### src/rtl/cpw_pkg.sv
`timescale 1ns/1ps
package cpw_pkg;
  localparam int TFW = 4;

  typedef struct packed {
    logic           enable;
    logic [TFW-1:0] csSetup;
    logic [TFW-1:0] wrSetup;
    logic [TFW-1:0] wrActive;
    logic [TFW-1:0] wrHold;
  } timing_t;

  typedef enum logic [2:0] {
    PH_IDLE, PH_WAIT, PH_CSSU, PH_WRSU, PH_ACT, PH_HOLD
  } phase_t;

  typedef struct packed {
    logic csLow;
    logic wrLow;
    logic loadPix;
  } busStrobe_t;

  typedef struct packed {
    phase_t         ph;
    logic [TFW-1:0] cnt;
    logic           done;
  } phaseLoad_t;

  // Enter phase 'from', skipping any phase whose length is zero.
  function automatic phaseLoad_t seekPhase(input phase_t from, input timing_t t);
    phaseLoad_t r;
    r.ph   = from;
    r.cnt  = '0;
    r.done = 1'b0;
    if (r.ph == PH_CSSU) begin
      if (t.csSetup != '0) r.cnt = t.csSetup - 4'd1;
      else                 r.ph  = PH_WRSU;
    end
    if (r.ph == PH_WRSU) begin
      if (t.wrSetup != '0) r.cnt = t.wrSetup - 4'd1;
      else                 r.ph  = PH_ACT;
    end
    if (r.ph == PH_ACT) begin
      r.cnt = (t.wrActive != '0) ? t.wrActive - 4'd1 : '0;
    end
    if (r.ph == PH_HOLD) begin
      if (t.wrHold != '0) r.cnt  = t.wrHold - 4'd1;
      else                r.done = 1'b1;
    end
    return r;
  endfunction
endpackage

### src/rtl/cpw_datapath.sv
`timescale 1ns/1ps
module cpw_datapath
  import cpw_pkg::*;
#(
  parameter int DATA_W = 16
) (
  input  logic              clk,
  input  logic              rstN,
  input  logic              cfgWe,
  input  logic [19:0]       cfgWdata,
  input  busStrobe_t        strb,
  input  logic [DATA_W-1:0] pixData,
  output timing_t           tim,
  output logic              csN,
  output logic              wrN,
  output logic [DATA_W-1:0] busData
);
  logic unusedCfgBits;
  assign unusedCfgBits = ^cfgWdata[3:1];

  // Timing register: field positions fixed by the configuration word layout.
  always_ff @(posedge clk) begin
    if (!rstN) begin
      tim <= '{enable: 1'b0, csSetup: '0, wrSetup: '0, wrActive: 4'd1, wrHold: '0};
    end else if (cfgWe) begin
      tim <= '{enable:   cfgWdata[0],
               csSetup:  cfgWdata[19:16],
               wrSetup:  cfgWdata[15:12],
               wrActive: cfgWdata[11:8],
               wrHold:   cfgWdata[7:4]};
    end
  end

  // Bus pins registered from next-phase strobes: glitch-free, no added lag.
  always_ff @(posedge clk) begin
    if (!rstN) begin
      csN     <= 1'b1;
      wrN     <= 1'b1;
      busData <= '0;
    end else begin
      csN <= ~strb.csLow;
      wrN <= ~strb.wrLow;
      if (strb.loadPix) busData <= pixData;
    end
  end

  p_wr_in_cs_r3: assert property (@(posedge clk) disable iff (!rstN)
    !wrN |-> !csN);

  p_data_stable_r3: assert property (@(posedge clk) disable iff (!rstN)
    (!csN && $past(!csN)) |-> $stable(busData));

  p_cs_needs_en_r2: assert property (@(posedge clk) disable iff (!rstN)
    $fell(csN) |-> $past(tim.enable));
endmodule

### src/rtl/cpw_ctrl.sv
`timescale 1ns/1ps
module cpw_ctrl
  import cpw_pkg::*;
#(
  parameter int CNT_W = 11
) (
  input  logic             clk,
  input  logic             rstN,
  input  timing_t          tim,
  input  logic             trigWe,
  input  logic [4:0]       trigWdata,
  input  logic [CNT_W-1:0] colCount,
  input  logic [CNT_W-1:0] lineCount,
  input  logic             teIn,
  input  logic             pixValid,
  output logic             pixReady,
  output busStrobe_t       strb,
  output logic             frameIrq
);
  localparam logic [CNT_W-1:0] CNT_ONE = CNT_W'(1);

  phase_t           phase, nextPh;
  logic [TFW-1:0]   cnt, nextCnt;
  logic [CNT_W-1:0] colIdx, lineIdx;
  logic             swMode, swCmd, hwEn, hwMask;
  logic             teS1, teS2, teQ;
  logic             hwMode, teRise, startReq, start, hs, lastPix, wrDone;
  phaseLoad_t       ld;
  logic             unusedTrigBit;

  assign unusedTrigBit = trigWdata[2];

  assign hwMode   = hwEn & hwMask;
  assign teRise   = teS2 & ~teQ;
  assign startReq = hwMode ? teRise : (swMode & swCmd);
  assign start    = (phase == PH_IDLE) && tim.enable && startReq;
  assign pixReady = (phase == PH_WAIT) && tim.enable;
  assign hs       = pixReady && pixValid;
  assign lastPix  = (colIdx == colCount - CNT_ONE) && (lineIdx == lineCount - CNT_ONE);

  always_comb begin
    nextPh  = phase;
    nextCnt = cnt;
    wrDone  = 1'b0;
    ld      = '0;
    unique case (phase)
      PH_IDLE: if (start) nextPh = PH_WAIT;
      PH_WAIT: if (hs) begin
        ld      = seekPhase(PH_CSSU, tim);
        nextPh  = ld.ph;
        nextCnt = ld.cnt;
      end
      PH_CSSU, PH_WRSU, PH_ACT: begin
        if (cnt != '0) nextCnt = cnt - 4'd1;
        else begin
          ld = seekPhase((phase == PH_CSSU) ? PH_WRSU :
                         (phase == PH_WRSU) ? PH_ACT : PH_HOLD, tim);
          if (ld.done) wrDone = 1'b1;
          else begin
            nextPh  = ld.ph;
            nextCnt = ld.cnt;
          end
        end
      end
      PH_HOLD: begin
        if (cnt != '0) nextCnt = cnt - 4'd1;
        else           wrDone  = 1'b1;
      end
      default: nextPh = PH_IDLE;
    endcase
    if (wrDone) begin
      nextPh  = lastPix ? PH_IDLE : PH_WAIT;
      nextCnt = '0;
    end
  end

  always_comb begin
    strb.csLow   = (nextPh == PH_CSSU) || (nextPh == PH_WRSU) ||
                   (nextPh == PH_ACT)  || (nextPh == PH_HOLD);
    strb.wrLow   = (nextPh == PH_ACT);
    strb.loadPix = hs;
  end

  always_ff @(posedge clk) begin
    if (!rstN) begin
      phase    <= PH_IDLE;
      cnt      <= '0;
      colIdx   <= '0;
      lineIdx  <= '0;
      frameIrq <= 1'b0;
    end else begin
      phase    <= nextPh;
      cnt      <= nextCnt;
      frameIrq <= wrDone && lastPix;
      if (start) begin
        colIdx  <= '0;
        lineIdx <= '0;
      end else if (wrDone) begin
        if (colIdx == colCount - CNT_ONE) begin
          colIdx  <= '0;
          lineIdx <= lineIdx + CNT_ONE;
        end else begin
          colIdx <= colIdx + CNT_ONE;
        end
      end
    end
  end

  // Trigger control word; the command bit is consumed the cycle after it is set.
  always_ff @(posedge clk) begin
    if (!rstN) begin
      swMode <= 1'b0;
      swCmd  <= 1'b0;
      hwEn   <= 1'b0;
      hwMask <= 1'b0;
    end else if (trigWe) begin
      swMode <= trigWdata[0];
      swCmd  <= trigWdata[1];
      hwEn   <= trigWdata[3];
      hwMask <= trigWdata[4];
    end else if (swCmd) begin
      swCmd <= 1'b0;
    end
  end

  always_ff @(posedge clk) begin
    if (!rstN) begin
      teS1 <= 1'b0;
      teS2 <= 1'b0;
      teQ  <= 1'b0;
    end else begin
      teS1 <= teIn;
      teS2 <= teS1;
      teQ  <= teS2;
    end
  end

  p_irq_single_r10: assert property (@(posedge clk) disable iff (!rstN)
    frameIrq |=> !frameIrq);

  p_irq_ends_frame_r10: assert property (@(posedge clk) disable iff (!rstN)
    frameIrq |-> (phase == PH_IDLE));

  p_busy_drops_trig_r9: assert property (@(posedge clk) disable iff (!rstN)
    (phase != PH_IDLE && startReq) |=> (phase != PH_WAIT) || $past(phase == PH_WAIT) || $past(wrDone));
endmodule

### src/rtl/cpu_panel_writer.sv
`timescale 1ns/1ps
module cpu_panel_writer
  import cpw_pkg::*;
#(
  parameter int DATA_W = 16,
  parameter int CNT_W  = 11
) (
  input  logic              clk,
  input  logic              rstN,
  input  logic              cfgWe,
  input  logic [19:0]       cfgWdata,
  input  logic              trigWe,
  input  logic [4:0]        trigWdata,
  input  logic [CNT_W-1:0]  colCount,
  input  logic [CNT_W-1:0]  lineCount,
  input  logic              teIn,
  input  logic              pixValid,
  input  logic [DATA_W-1:0] pixData,
  output logic              pixReady,
  output logic              csN,
  output logic              wrN,
  output logic [DATA_W-1:0] busData,
  output logic              frameIrq
);
  timing_t    tim;
  busStrobe_t strb;

  cpw_ctrl #(.CNT_W(CNT_W)) u_ctrl (
    .clk(clk), .rstN(rstN), .tim(tim), .trigWe(trigWe), .trigWdata(trigWdata),
    .colCount(colCount), .lineCount(lineCount), .teIn(teIn),
    .pixValid(pixValid), .pixReady(pixReady), .strb(strb), .frameIrq(frameIrq)
  );

  cpw_datapath #(.DATA_W(DATA_W)) u_dp (
    .clk(clk), .rstN(rstN), .cfgWe(cfgWe), .cfgWdata(cfgWdata), .strb(strb),
    .pixData(pixData), .tim(tim), .csN(csN), .wrN(wrN), .busData(busData)
  );

  p_ready_bus_idle_r4: assert property (@(posedge clk) disable iff (!rstN)
    pixReady |-> csN);
endmodule

### config.mk
export PLATFORM = sky130hd
export DESIGN_NAME = cpu_panel_writer
export DESIGN_NICKNAME = d
export VERILOG_FILES = /design/src/rtl/cpw_pkg.sv /design/src/rtl/cpw_datapath.sv /design/src/rtl/cpw_ctrl.sv /design/src/rtl/cpu_panel_writer.sv
export SDC_FILE = /design/constraint.sdc
export NUM_CORES = 1
export LEC_CHECK = 0
export ABC_AREA = 0
export CORE_UTILIZATION = 50
export DETAILED_ROUTE_END_ITERATION = 10
export GPL_TIMING_DRIVEN = 0
export HOLD_SLACK_MARGIN = 0.15
export PLACE_DENSITY = 0.81
export SLEW_MARGIN = 20
export SYNTH_ARGS = -nofsm -noshare
export SYNTH_HDL_FRONTEND = slang
export SYNTH_SLANG_ARGS = --single-unit
### constraint.sdc
create_clock -name clk -period 7.5 [get_ports clk]
set_input_delay 1.5 -clock clk [delete_from_list [all_inputs] [get_ports clk]]
set_output_delay 1.5 -clock clk [all_outputs]
set_load 0.01 [all_outputs]
==> results of run 1 <==
-- flip-flops by register name (all words and copies together), names as in the netlist --
signal / flops
u_ctrl.teS1: 1
u_dp.wrN: 1
u_ctrl.swMode: 1
u_ctrl.hwMask: 1
u_ctrl.frameIrq: 1
u_ctrl.swCmd: 1
u_dp.tim: 17
u_ctrl.cnt: 4
u_dp.busData: 16
u_ctrl.colIdx: 11
u_dp.csN: 1
u_ctrl.lineIdx: 11
u_ctrl.teS2: 1
u_ctrl.teQ: 1
u_ctrl.phase: 3
u_ctrl.hwEn: 1
-- worst max-delay path by stage --
| stage | cells after the start | start | to | slack (ps) |
|---|---|---|---|---|
| floorplan | 7 | colCount[1] | u_ctrl.lineIdx[9] | 3820 |
| global placement | 11 | colCount[0] | u_ctrl.lineIdx[7] | 3150 |
| detailed placement | 11 | colCount[0] | u_ctrl.lineIdx[7] | 3050 |
| CTS | 11 | colCount[0] | u_ctrl.lineIdx[7] | 3370 |
| global route | 10 | colCount[0] | u_ctrl.lineIdx[9] | 3140 |
| finish | 11 | colCount[0] | u_ctrl.lineIdx[7] | 3360 |
-- report_power, final --
part           internal (mW)  leakage, nW  total (mW)  switching [mW]
combinational         0.0626         1.19       0.118          0.0551
sequential             0.389        0.585       0.398         0.00836
clock                  0.164       0.0989       0.313           0.150
total                  0.616         1.87       0.829           0.213
-- per-layer routing --
layer | share of wire, % | wire length (um)
met1 | 43 | 4310
met2 | 47 | 4770
met3 | 8.1 | 813
met4 | 1.8 | 177
met5 | 0 | 0
-- worst max-delay path, cell delays in order --
cell and delay [ps]:
clkdlybuf4s50_1 480, inv_1 90, ha_1 240, nor4b_1 460, nand2_1 150, or4_1 480
nand3_1 160, nand4_2 190, buf_6 200, or3_1 340, a21oi_1 130
-- cells by family after synthesis --
kind of cell    after synthesis
compound gates               97
xor+xnor                     38
fa+ha+maj                     8
buf+inv                      37
flops                        72
mux                          25
simple gates                227
-- cell type report --
type / instances / area, sq um / share of cell area, %
timing repair buffer: 81 / 811 / 15.6
sequential: 72 / 1440 / 27.7
clock inverter: 6 / 67.6 / 1.30
multi-input combinational: 395 / 2470 / 47.4
inverter: 18 / 67.6 / 1.30
tap: 102 / 128 / 2.45
buffer: 19 / 82.6 / 1.59
clock buffer: 10 / 138 / 2.65
-- through the flow --
stage | hold WS, ps | setup slack (ps) | power [mW] | area (sq um)
2_1_floorplan | 412 | 3820 | 0.468 | 4060
3_3_place_gp | 426 | 3150 | 0.517 | 5000
3_5_place_dp | 425 | 3050 | 0.522 | 5000
4_1_cts | 446 | 3370 | 0.829 | 5200
5_1_grt | 461 | 3140 | 0.859 | 5200
6_report | 442 | 3360 | 0.829 | 5200
-- cell usage after synthesis, drive strengths merged, types with 4 or more instances --
library cell,count,area share [%]
xor2,13,2.8
nand2b,6,0.92
nor4b,6,1.4
o31ai,6,1.1
mux2i,25,6.2
clkbuf,15,1.4
nand4,10,1.8
nor2,61,5.6
nand2,57,5.3
nor3,22,3.0
o21ai,22,2.7
nand3b,5,0.92
ha,8,2.5
dfxtp,72,36
xnor2,25,5.4
a21oi,38,4.7
a221oi,4,0.86
or3,9,1.4
a211oi,8,1.8
buf,4,0.65
o22ai,4,0.62
or4,7,1.5
and2,5,0.77
inv,16,1.5
a31oi,6,0.92
nand3,12,1.6
nor2b,5,0.77
==> flow_summary_export.csv, run 1 <==
group,metric,value,unit
worst_setup_path,reg2reg_slack,4410,ps
final_layout,layout-drive-gt1-share,5.49,%
synth,yosys_warnings,0,
timing,finalHoldViolations,0,
synth,ys.flop_type,"dfxtp_1",
route,dr.pass1.iters,6,
route,num_vias,4000,
synth,synth_area,4060,sq um
route,wl,10100,um
route,drt-vias-per-instance,5.69,
final_layout,antenna_cells,0,
floorplan,rows,32,
synth,synth.avg_cell_area,8.05,sq um
final_layout,n_fill_cell,640,
timing,maxSlewViolCount,0,
power_and_ir_drop,peakVddDrop,0.113,mV
synth,synth_simple_gate_area_share,29.4,%
final_layout,nets,673,
route,drt-wirelength-per-cell,14.3,um
place,placedCellCount,687,
floorplan,start_util,52.0,%
place,place.gp.congestion,0.977,
clock_network,cts_hold_buf,0,
power_and_ir_drop,leakagePower,1.87,nW
synth,synth_nets,581,
floorplan,die_area,8480,sq um
synth,synth_fa_ha_area_share,2.47,%
place,hpwl,7490,um
grt,first_global_vias,3782,
floorplan,ios,89,
timing,setup_violations,0,
timing,final.min_clock_period,4140,ps
grt,met2_usage,41.4,%
clock_network,cts_resized,0,
floorplan,core_area,7810,sq um
clock_network,cts_setup_buffers,0,
job,cap_viol_max_count,0,
timing,slew_headroom,41.2,%
final_layout,syn2layout_area_growth,28.2,%
final_layout,final_common_cell,"clkdlybuf4s50_1",
synth,ys_types,54,
synth,muxShareOfSynthArea,6.17,%
floorplan,die_h,92.1,um
worst_setup_path,reg2regPathDepth,10,
clock_network,htreeDepth,3,
route,route.detailed.drc,0,
worst_setup_path,worstPathRequired,7780,ps
timing,rsz0062_at_grt,"false",
synth,synth_top_family_by_area,"simple AND/OR/NAND/NOR gates",
final_layout,layout_common_cells,"clkdlybuf4s50_1, dfxtp_1, nor2_1",
timing,worstMarginPinSlew,880,ps
status,run_status,"complete, no violations",
synth,synth_xor_xnor_area_share,8.20,%
worst_setup_path,path_class,"input pin to flop",
synth,synth-edff-count,0,
synth,synth-seq-area-share,35.5,%
final_layout,finalNonFillerCells,703,
worst_setup_path,critPathMaxFanout,10,
timing,fin_setup_tns,0,ps
route,postRouteAntennaNets,0,
worst_hold_path,min_path_type,"flop to flop",
worst_setup_path,cp-end-kind,"flop",
floorplan,die_w,92.1,um
worst_hold_path,hold-path-endpoint,"u_ctrl.teS2",
timing,fmax,241,MHz
clock_network,cts-root-buf,"clkbuf_8",
worst_setup_path,worstPathArrival,4420,ps
route,drtIter0Drc,264,
timing,finClkSkew,7.67,ps
worst_setup_path,worst_r2r_endpoint,"u_ctrl.lineIdx[7]",
clock_network,path_clk_slew,80,ps
place,io_buffers,81,
timing,fin_crit_sh,55.2,%
grt,grt_pass1_wl,16600,um
grt,antenna_found_initial,0,
grt,use_met1,28.2,%
synth,synthCells,504,
clock_network,cts.path.max_buffers,2,
synth,ys_ff_latch,72,
grt,grt_use_met3,6.97,%
synth,synth_compound_area_share,14.5,%
worst_setup_path,r2r_start,"u_dp.tim[0]",
clock_network,numCtsBuffers,9,
clock_network,cts_sinks,72,
clock_network,clock_latency,350,ps
worst_hold_path,holdPathStages,1,
power_and_ir_drop,pwr_density_cell,159,nW/um^2
synth,async_flop_share,0,%
clock_network,tritoncts,"done",
grt,top_usage_layer,"met2",
grt,grt.overflow.total,0,
worst_hold_path,hp-start,"u_ctrl.teS1",
grt,grtUsageTotal,24.2,%
worst_setup_path,cp-start-kind,"input pin",
grt,grt_max_degree,14,
final_layout,final_util,66.6,%
Power figures use the tool's default switching activity.
==> run 2: changes to the inputs <==
- clock period: 7.5 -> 4 ns (I/O delays scaled with it)
==> results of run 2 <==
The final DEF is identical to that of run 1. Status: complete, no violations.
Main changes from that run: setup slack after placement 3050 ps -> 247 ps; setup slack after layout 3360 ps -> 557 ps; register-to-register setup slack 4410 ps -> 910 ps; total power 0.829 mW -> 1.55 mW; worst IR drop on VDD 0.113 mV -> 0.211 mV
